===== config.mk =====
export PLATFORM = sky130hd
export DESIGN_NAME = sb_hazard_ctl
export DESIGN_NICKNAME = d
export VERILOG_FILES = /design/src/rtl/sb_pkg.sv /design/src/rtl/sb_issue_ctl.sv /design/src/rtl/sb_fu_entry.sv /design/src/rtl/sb_wb_arb.sv /design/src/rtl/sb_hazard_ctl.sv
export SDC_FILE = /design/constraint.sdc
export NUM_CORES = 1
export LEC_CHECK = 0
export BUFFER_PORTS_ARGS = -buffer_cell sky130_fd_sc_hd__buf_4
export CELL_PAD_IN_SITES_DETAIL_PLACEMENT = 0
export CELL_PAD_IN_SITES_GLOBAL_PLACEMENT = 1
export CORE_MARGIN = 2
export CORE_UTILIZATION = 45
export CTS_BUF_LIST = sky130_fd_sc_hd__clkbuf_8
export DETAILED_ROUTE_END_ITERATION = 12
export HOLD_SLACK_MARGIN = 0.1
export PLACE_DENSITY = 0.73
export SLEW_MARGIN = 20
export SYNTH_ARGS = -nofsm -noshare
export SYNTH_HDL_FRONTEND = slang
export SYNTH_SLANG_ARGS = --single-unit

===== constraint.sdc =====
create_clock -name clk -period 7.8 [get_ports clk]
set_clock_uncertainty 0.15 [all_clocks]
set_input_delay 1.56 -clock clk [delete_from_list [all_inputs] [get_ports clk]]
set_output_delay 1.56 -clock clk [all_outputs]
set_load 0.01 [all_outputs]

===== src/rtl/sb_pkg.sv =====
package sb_pkg;

    localparam int NUM_FU = 5;
    localparam int FU_W   = $clog2(NUM_FU);
    localparam int NREG   = 16;
    localparam int REG_W  = $clog2(NREG);

    typedef logic [FU_W-1:0]  fu_idx_t;
    typedef logic [REG_W-1:0] reg_idx_t;

    typedef enum logic [1:0] {
        CLS_INT = 2'd0,
        CLS_ADD = 2'd1,
        CLS_MUL = 2'd2,
        CLS_DIV = 2'd3
    } op_cls_e;

    typedef enum logic [1:0] {
        ST_IDLE = 2'd0,
        ST_WAIT = 2'd1,
        ST_EXEC = 2'd2,
        ST_DONE = 2'd3
    } fu_stage_e;

    // producer tag: which unit will write a register
    typedef struct packed {
        logic    vld;
        fu_idx_t fu;
    } tag_t;

    typedef struct packed {
        reg_idx_t dst;
        reg_idx_t src1;
        reg_idx_t src2;
    } instr_regs_t;

    // full per-unit status
    typedef struct packed {
        fu_stage_e stage;
        reg_idx_t  fi;
        reg_idx_t  fj;
        reg_idx_t  fk;
        tag_t      qj;
        tag_t      qk;
        logic      rj;
        logic      rk;
    } fu_entry_t;

    // part of the status the write-back arbiter looks at
    typedef struct packed {
        fu_stage_e stage;
        reg_idx_t  fi;
        reg_idx_t  fj;
        reg_idx_t  fk;
        logic      rj;
        logic      rk;
    } fu_view_t;

    // class served by each unit index
    function automatic op_cls_e unit_class(input int idx);
        case (idx)
            0:       return CLS_INT;
            1:       return CLS_ADD;
            2, 3:    return CLS_MUL;
            default: return CLS_DIV;
        endcase
    endfunction

    // tag seen by a newly issued reader, with a same-cycle write-back removed
    function automatic tag_t resolve_tag(input tag_t t, input logic wb_fire,
                                         input fu_idx_t wb_fu);
        tag_t r;
        r = t;
        if (t.vld && wb_fire && (t.fu == wb_fu))
            r.vld = 1'b0;
        return r;
    endfunction

endpackage


===== src/rtl/sb_issue_ctl.sv =====
module sb_issue_ctl
    import sb_pkg::*;
(
    input  logic              in_valid,
    input  op_cls_e           cls,
    input  reg_idx_t          dst,
    input  logic [NUM_FU-1:0] busy,
    input  logic [NREG-1:0]   pend,
    output logic              in_ready,
    output logic              issue_fire,
    output fu_idx_t           issue_fu
);

    logic unit_found;

    always_comb begin
        unit_found = 1'b0;
        issue_fu   = '0;
        for (int i = 0; i < NUM_FU; i++) begin
            if (!unit_found && (unit_class(i) == cls) && !busy[i]) begin
                unit_found = 1'b1;
                issue_fu   = fu_idx_t'(i);
            end
        end
    end

    assign in_ready   = unit_found && !pend[dst];
    assign issue_fire = in_valid && in_ready;

endmodule


===== src/rtl/sb_fu_entry.sv =====
module sb_fu_entry
    import sb_pkg::*;
#(
    parameter int IDX = 0
) (
    input  logic        clk,
    input  logic        rst,
    input  logic        issue_en,
    input  instr_regs_t regs,
    input  tag_t        src1_tag,
    input  tag_t        src2_tag,
    input  logic        wb_fire,
    input  fu_idx_t     wb_fu,
    input  logic        done,
    output fu_view_t    view,
    output logic        read_grant
);

    localparam fu_idx_t MY_IDX = fu_idx_t'(IDX);

    fu_entry_t e;
    logic      my_wb;
    logic      j_wakes;
    logic      k_wakes;

    assign my_wb      = wb_fire && (wb_fu == MY_IDX);
    assign read_grant = (e.stage == ST_WAIT) && e.rj && e.rk;
    assign j_wakes    = e.qj.vld && wb_fire && (e.qj.fu == wb_fu);
    assign k_wakes    = e.qk.vld && wb_fire && (e.qk.fu == wb_fu);

    always_ff @(posedge clk) begin
        if (rst) begin
            e <= '0;
        end else if (issue_en) begin
            e.stage <= ST_WAIT;
            e.fi    <= regs.dst;
            e.fj    <= regs.src1;
            e.fk    <= regs.src2;
            e.qj    <= src1_tag;
            e.qk    <= src2_tag;
            e.rj    <= !src1_tag.vld;
            e.rk    <= !src2_tag.vld;
        end else begin
            case (e.stage)
                ST_WAIT: begin
                    if (read_grant) begin
                        e.stage <= ST_EXEC;
                        e.rj    <= 1'b0;
                        e.rk    <= 1'b0;
                    end else begin
                        if (j_wakes) begin
                            e.qj.vld <= 1'b0;
                            e.rj     <= 1'b1;
                        end
                        if (k_wakes) begin
                            e.qk.vld <= 1'b0;
                            e.rk     <= 1'b1;
                        end
                    end
                end
                ST_EXEC: if (done)  e.stage <= ST_DONE;
                ST_DONE: if (my_wb) e.stage <= ST_IDLE;
                default: ;
            endcase
        end
    end

    assign view.stage = e.stage;
    assign view.fi    = e.fi;
    assign view.fj    = e.fj;
    assign view.fk    = e.fk;
    assign view.rj    = e.rj;
    assign view.rk    = e.rk;

    // one operand read per instruction
    assert_read_once_R6: assert property (@(posedge clk) disable iff (rst)
        read_grant |=> !read_grant);

    // write-back only after the completion pulse moved the unit on
    assert_wb_after_done_R7: assert property (@(posedge clk) disable iff (rst)
        my_wb |-> (e.stage == ST_DONE));

    // a granted unit is free in the next cycle
    assert_wb_frees_R10: assert property (@(posedge clk) disable iff (rst)
        my_wb |=> (e.stage == ST_IDLE));

endmodule


===== src/rtl/sb_wb_arb.sv =====
module sb_wb_arb
    import sb_pkg::*;
(
    input  logic              clk,
    input  logic              rst,
    input  fu_view_t          view [NUM_FU],
    output logic              wb_fire,
    output fu_idx_t           wb_fu,
    output logic [NUM_FU-1:0] wb_grant,
    output reg_idx_t          wb_dst
);

    logic [NUM_FU-1:0] war_clear;
    logic [NUM_FU-1:0] eligible;

    // a finished unit may write only when no waiting reader still needs the old value
    always_comb begin
        for (int f = 0; f < NUM_FU; f++) begin
            war_clear[f] = 1'b1;
            for (int g = 0; g < NUM_FU; g++) begin
                if (g != f && view[g].stage == ST_WAIT) begin
                    if ((view[g].rj && view[g].fj == view[f].fi) ||
                        (view[g].rk && view[g].fk == view[f].fi))
                        war_clear[f] = 1'b0;
                end
            end
            eligible[f] = (view[f].stage == ST_DONE) && war_clear[f];
        end
    end

    always_comb begin
        wb_fire  = 1'b0;
        wb_fu    = '0;
        wb_grant = '0;
        wb_dst   = '0;
        for (int f = 0; f < NUM_FU; f++) begin
            if (!wb_fire && eligible[f]) begin
                wb_fire     = 1'b1;
                wb_fu       = fu_idx_t'(f);
                wb_grant[f] = 1'b1;
                wb_dst      = view[f].fi;
            end
        end
    end

    // a single write-back per cycle
    assert_one_wb_R9: assert property (@(posedge clk) disable iff (rst)
        $onehot0(wb_grant));

endmodule


===== src/rtl/sb_hazard_ctl.sv =====
module sb_hazard_ctl
    import sb_pkg::*;
(
    input  logic              clk,
    input  logic              rst,
    input  logic              in_valid,
    output logic              in_ready,
    input  logic [1:0]        in_cls,
    input  logic [REG_W-1:0]  in_dst,
    input  logic [REG_W-1:0]  in_src1,
    input  logic [REG_W-1:0]  in_src2,
    output logic [FU_W-1:0]   issue_fu,
    output logic [NUM_FU-1:0] read_grant,
    input  logic [NUM_FU-1:0] fu_done,
    output logic [NUM_FU-1:0] wb_grant,
    output logic [REG_W-1:0]  wb_dst
);

    tag_t              rt [NREG];
    logic [NREG-1:0]   pend;
    logic [NUM_FU-1:0] busy;
    fu_view_t          view [NUM_FU];
    logic              issue_fire;
    fu_idx_t           alloc_fu;
    logic              wb_fire;
    fu_idx_t           wb_fu;
    reg_idx_t          wb_reg;
    instr_regs_t       regs;
    tag_t              tag1;
    tag_t              tag2;

    assign regs.dst  = in_dst;
    assign regs.src1 = in_src1;
    assign regs.src2 = in_src2;

    assign tag1 = resolve_tag(rt[in_src1], wb_fire, wb_fu);
    assign tag2 = resolve_tag(rt[in_src2], wb_fire, wb_fu);

    always_comb begin
        for (int r = 0; r < NREG; r++) pend[r] = rt[r].vld;
    end

    sb_issue_ctl u_issue (
        .in_valid   (in_valid),
        .cls        (op_cls_e'(in_cls)),
        .dst        (in_dst),
        .busy       (busy),
        .pend       (pend),
        .in_ready   (in_ready),
        .issue_fire (issue_fire),
        .issue_fu   (alloc_fu)
    );

    generate
        for (genvar i = 0; i < NUM_FU; i++) begin : g_unit
            sb_fu_entry #(.IDX(i)) u_entry (
                .clk        (clk),
                .rst        (rst),
                .issue_en   (issue_fire && (alloc_fu == fu_idx_t'(i))),
                .regs       (regs),
                .src1_tag   (tag1),
                .src2_tag   (tag2),
                .wb_fire    (wb_fire),
                .wb_fu      (wb_fu),
                .done       (fu_done[i]),
                .view       (view[i]),
                .read_grant (read_grant[i])
            );
            assign busy[i] = (view[i].stage != ST_IDLE);
        end
    endgenerate

    sb_wb_arb u_arb (
        .clk      (clk),
        .rst      (rst),
        .view     (view),
        .wb_fire  (wb_fire),
        .wb_fu    (wb_fu),
        .wb_grant (wb_grant),
        .wb_dst   (wb_reg)
    );

    // register-result table
    always_ff @(posedge clk) begin
        if (rst) begin
            for (int r = 0; r < NREG; r++) rt[r] <= '0;
        end else begin
            if (wb_fire && rt[wb_reg].vld && rt[wb_reg].fu == wb_fu)
                rt[wb_reg].vld <= 1'b0;
            if (issue_fire) begin
                rt[in_dst].vld <= 1'b1;
                rt[in_dst].fu  <= alloc_fu;
            end
        end
    end

    assign issue_fu = alloc_fu;
    assign wb_dst   = wb_reg;

    // an accepted instruction never targets a pending register
    assert_no_waw_R3: assert property (@(posedge clk) disable iff (rst)
        issue_fire |-> !rt[in_dst].vld);

    // the allocated unit was free
    assert_unit_free_R2: assert property (@(posedge clk) disable iff (rst)
        issue_fire |-> !busy[alloc_fu]);

    // the accepted instruction now owns its destination
    assert_owner_R4: assert property (@(posedge clk) disable iff (rst)
        issue_fire |=> (rt[$past(in_dst)].vld && rt[$past(in_dst)].fu == $past(alloc_fu)));

    // write-back clears the pending destination
    assert_release_R10: assert property (@(posedge clk) disable iff (rst)
        (wb_fire && !issue_fire) |=> !rt[$past(wb_reg)].vld);

endmodule


==> results.ini <==
[timing]
timing.final.max_slew_violations=0
worst_slew_pin_slew_ns=1.053
max_freq_mhz=158.3
finalSetupViolations=0
min_period_ns=6.316
slew_headroom_pct=29.82
period_share_pct=80.98
report.final.hold_viol_count=0
setup_tns_ns=0
rsz0062_at_grt=false

[synthesis]
synth_nets=1414
yosysUniqueCellTypes=66
async_flop_share_pct=0
synth-edff-count=48
synth_seq_cells=184
synth-simple-area-share_pct=20.15
synth_top_area_cell=dfxtp_1
synth_xor_area_share_pct=13.37
synth_top_family_by_area=simple AND/OR/NAND/NOR gates
synthMuxAreaShare_pct=11.99
yosysWarnings=0
synth_top_flop_cell=dfxtp_1
synth_area_leaders=dfxtp_1, edfxtp_1, xnor2_1, nand2_1, mux4_2
synthCells=1392
syn_area_um2=11660
synth_top_area_share_pct=23.35
synth-compound-area-share_pct=12.91
seq_area_frac_synth_pct=35.71
synth_adder_area_share_pct=0
syn_area_per_cell_um2=8.376

[critical_path]
end_kind=primary output
arrival_ns=4.61
critPathMaxFanout=33
path_cells=xnor2_1, nand4_1, o22ai_1, nor4_1, nand2_1, a311oi_1, o22ai_1, nand2_2, inv_2, buf_4
slowest_delay_ns=0.88
cpMostUsedCell=o22ai_1
required_ns=6.09
startpoint_type=flip-flop
crit_type=flip-flop to primary output
cp_slowest_cell=nor4_1

[detailed_routing]
remaining_drc_errors=0
top_layer_used=met4
wl_met1_um=16920
vias_per_cell=6.042
vias=10090
ant_nets=0
routed_wl_um=39520
avgRoutedWirePerCell_um=23.66
drt_iter0_markers=1168
dr.pass1.iters=5
routed-wl-met2_um=18790
wl_met3_um=2502

[placement]
portBuffers=39
place_congestion=0.9372
dp_hpwl_um=27470

[global_routing]
grt.overflow.total=0
grt.total_usage_pct=29.80
grt_pass1_vias=9555
grt_max_degree=67
grt_pass1_wl_um=59820
antenna_found_initial=0

[finish]
final_util_pct=48.68
nets=1349
fillCellCount=2435
diodes=0
final_cell_mix=nand2_1, dfxtp_1, xnor2_1, a21oi_1, nor2_1
final_common_cell=nand2_1
layout-drive-gt1-share_pct=12.39
syn2layout_area_growth_pct=5.741

[clocking]
postCtsResizedCells=0
clk_latency_ns=0.50
post_cts_buffers=0
cts_made_buffers=17
clockBufferDepth=2
clock-sinks=184
htreeDepth=4
cts_tree=built
cts_root_buf=clkbuf_8
clk_pin_slew_ns=0.11
cts_hold_buffers=0

[power]
vdd_drop_max_mv=0.1025
totalPowerFinal_w=0.002090
leakage_nw=4.410
p_per_area_nw_per_um2=169.5

[die]
io_pins=40
dieArea_um2=27220
num_rows=58
start_util_pct=46.04
die_w_um=165.0
die_h_um=165.0
core_area_um2=25330

[status]
status=completed

[hold_path]
hold_class=flip-flop to flip-flop

[job]
max_cap_viol_count=0

==> power breakdown <==
part	switching [W]	internal, W	leakage, nW
clock network	0.000440	0.000278	0.211
logic	0.000175	0.000123	2.60
registers	0.0000627	0.00101	1.60
==> final cells by class <==
cell class	count	area (µm²)	area share (%)
flip-flops and latches	184	4164	33.77
multi-input cells	1048	6834	55.43
inverters	22	85.08	0.6901
clock buffers	17	234.0	1.898
repair buffers	54	405.4	3.288
clock inverters	15	193.9	1.573
well taps	330	412.9	3.349
==> final timing paths <==
check                                           from  cells past startpoint                             endpoint  slack [ns]
max          g_unit[1].u_entry.view[13]$_SDFFE_PP0P_                     10                            wb_dst[0]        1.48
min              g_unit[1].u_entry.e[7]$_SDFFE_PP0P_                      2  g_unit[1].u_entry.e[7]$_SDFFE_PP0P_        0.32
max reg2reg  g_unit[1].u_entry.view[13]$_SDFFE_PP0P_                     15               rt[12][3]$_SDFFE_PP1P_        1.56
min reg2reg      g_unit[1].u_entry.e[7]$_SDFFE_PP0P_                      2  g_unit[1].u_entry.e[7]$_SDFFE_PP0P_        0.32
==> worst max-delay path, delay by kind of cell (launching register included) <==
| kind | cells | cell delay [ns] |
|---|---|---|
| AND/OR/NAND/NOR | 4 | 1.97 |
| AO/OA/AOI/OAI | 3 | 0.72 |
| flip-flops | 1 | 0.79 |
| XOR/XNOR | 1 | 0.16 |
| buffers and inverters | 2 | 0.45 |
==> registers in the layout (all words and copies together), names as in the netlist <==
signal,count
g_unit.u_entry.e,40
g_unit.u_entry.view,80
rt,64
==> layer usage <==
metal | vias to the layer above | GRT usage (%)
met1 | 4905 | 40.39
met4 | 0 | 11.38
li1 | 4684 | -
met5 | - | 0
met3 | 73 | 4.068
met2 | 428 | 48.46
==> cells in the mapped netlist (3+ instances only) <==
| cell | count |
|---|---|
| edfxtp_1 | 48 |
| a21oi_1 | 126 |
| nor3_1 | 11 |
| nor2b_1 | 10 |
| inv_1 | 19 |
| and3_1 | 10 |
| o21bai_1 | 5 |
| nor2_1 | 120 |
| and2_1 | 3 |
| o211ai_1 | 20 |
| buf_6 | 3 |
| nand4_1 | 29 |
| nand2b_1 | 8 |
| dfxtp_1 | 136 |
| xnor2_1 | 127 |
| a31oi_1 | 18 |
| a211o_1 | 3 |
| mux2i_1 | 17 |
| clkbuf_1 | 86 |
| o21ai_0 | 23 |
| buf_2 | 28 |
| nor4_1 | 19 |
| nand2_1 | 291 |
| a211oi_1 | 5 |
| mux2_2 | 16 |
| or2_2 | 3 |
| nand3_1 | 24 |
| xor2_1 | 51 |
| o22ai_1 | 12 |
| buf_4 | 6 |
| nor4b_1 | 3 |
| buf_1 | 14 |
| a22oi_1 | 13 |
| mux4_2 | 46 |
==> kinds of logic (layout without fill, tap and decap cells) <==
group,Yosys count,in the layout
AO/OA/AOI/OAI,247,247
XOR/XNOR,178,178
buffers and inverters,160,108
flip-flops,184,184
multiplexers,80,80
AND/OR/NAND/NOR,543,543
==> metrics by stage <==
stage | setup WS [ns] | hold WS (ns) | cell area, µm² | std cells
4_1_cts | 1.615 | 0.3230 | 12320 | 1670
3_3_place_gp | 1.686 | 0.3022 | 11900 | 1638
6_report | 1.484 | 0.3230 | 12330 | 1670
3_5_place_dp | 1.814 | 0.3095 | 11900 | 1638
2_1_floorplan | 3.237 | 0.2930 | 11660 | 1392
5_1_grt | 1.309 | 0.3422 | 12330 | 1670
Note: power is estimated with default switching activity, not from simulation.
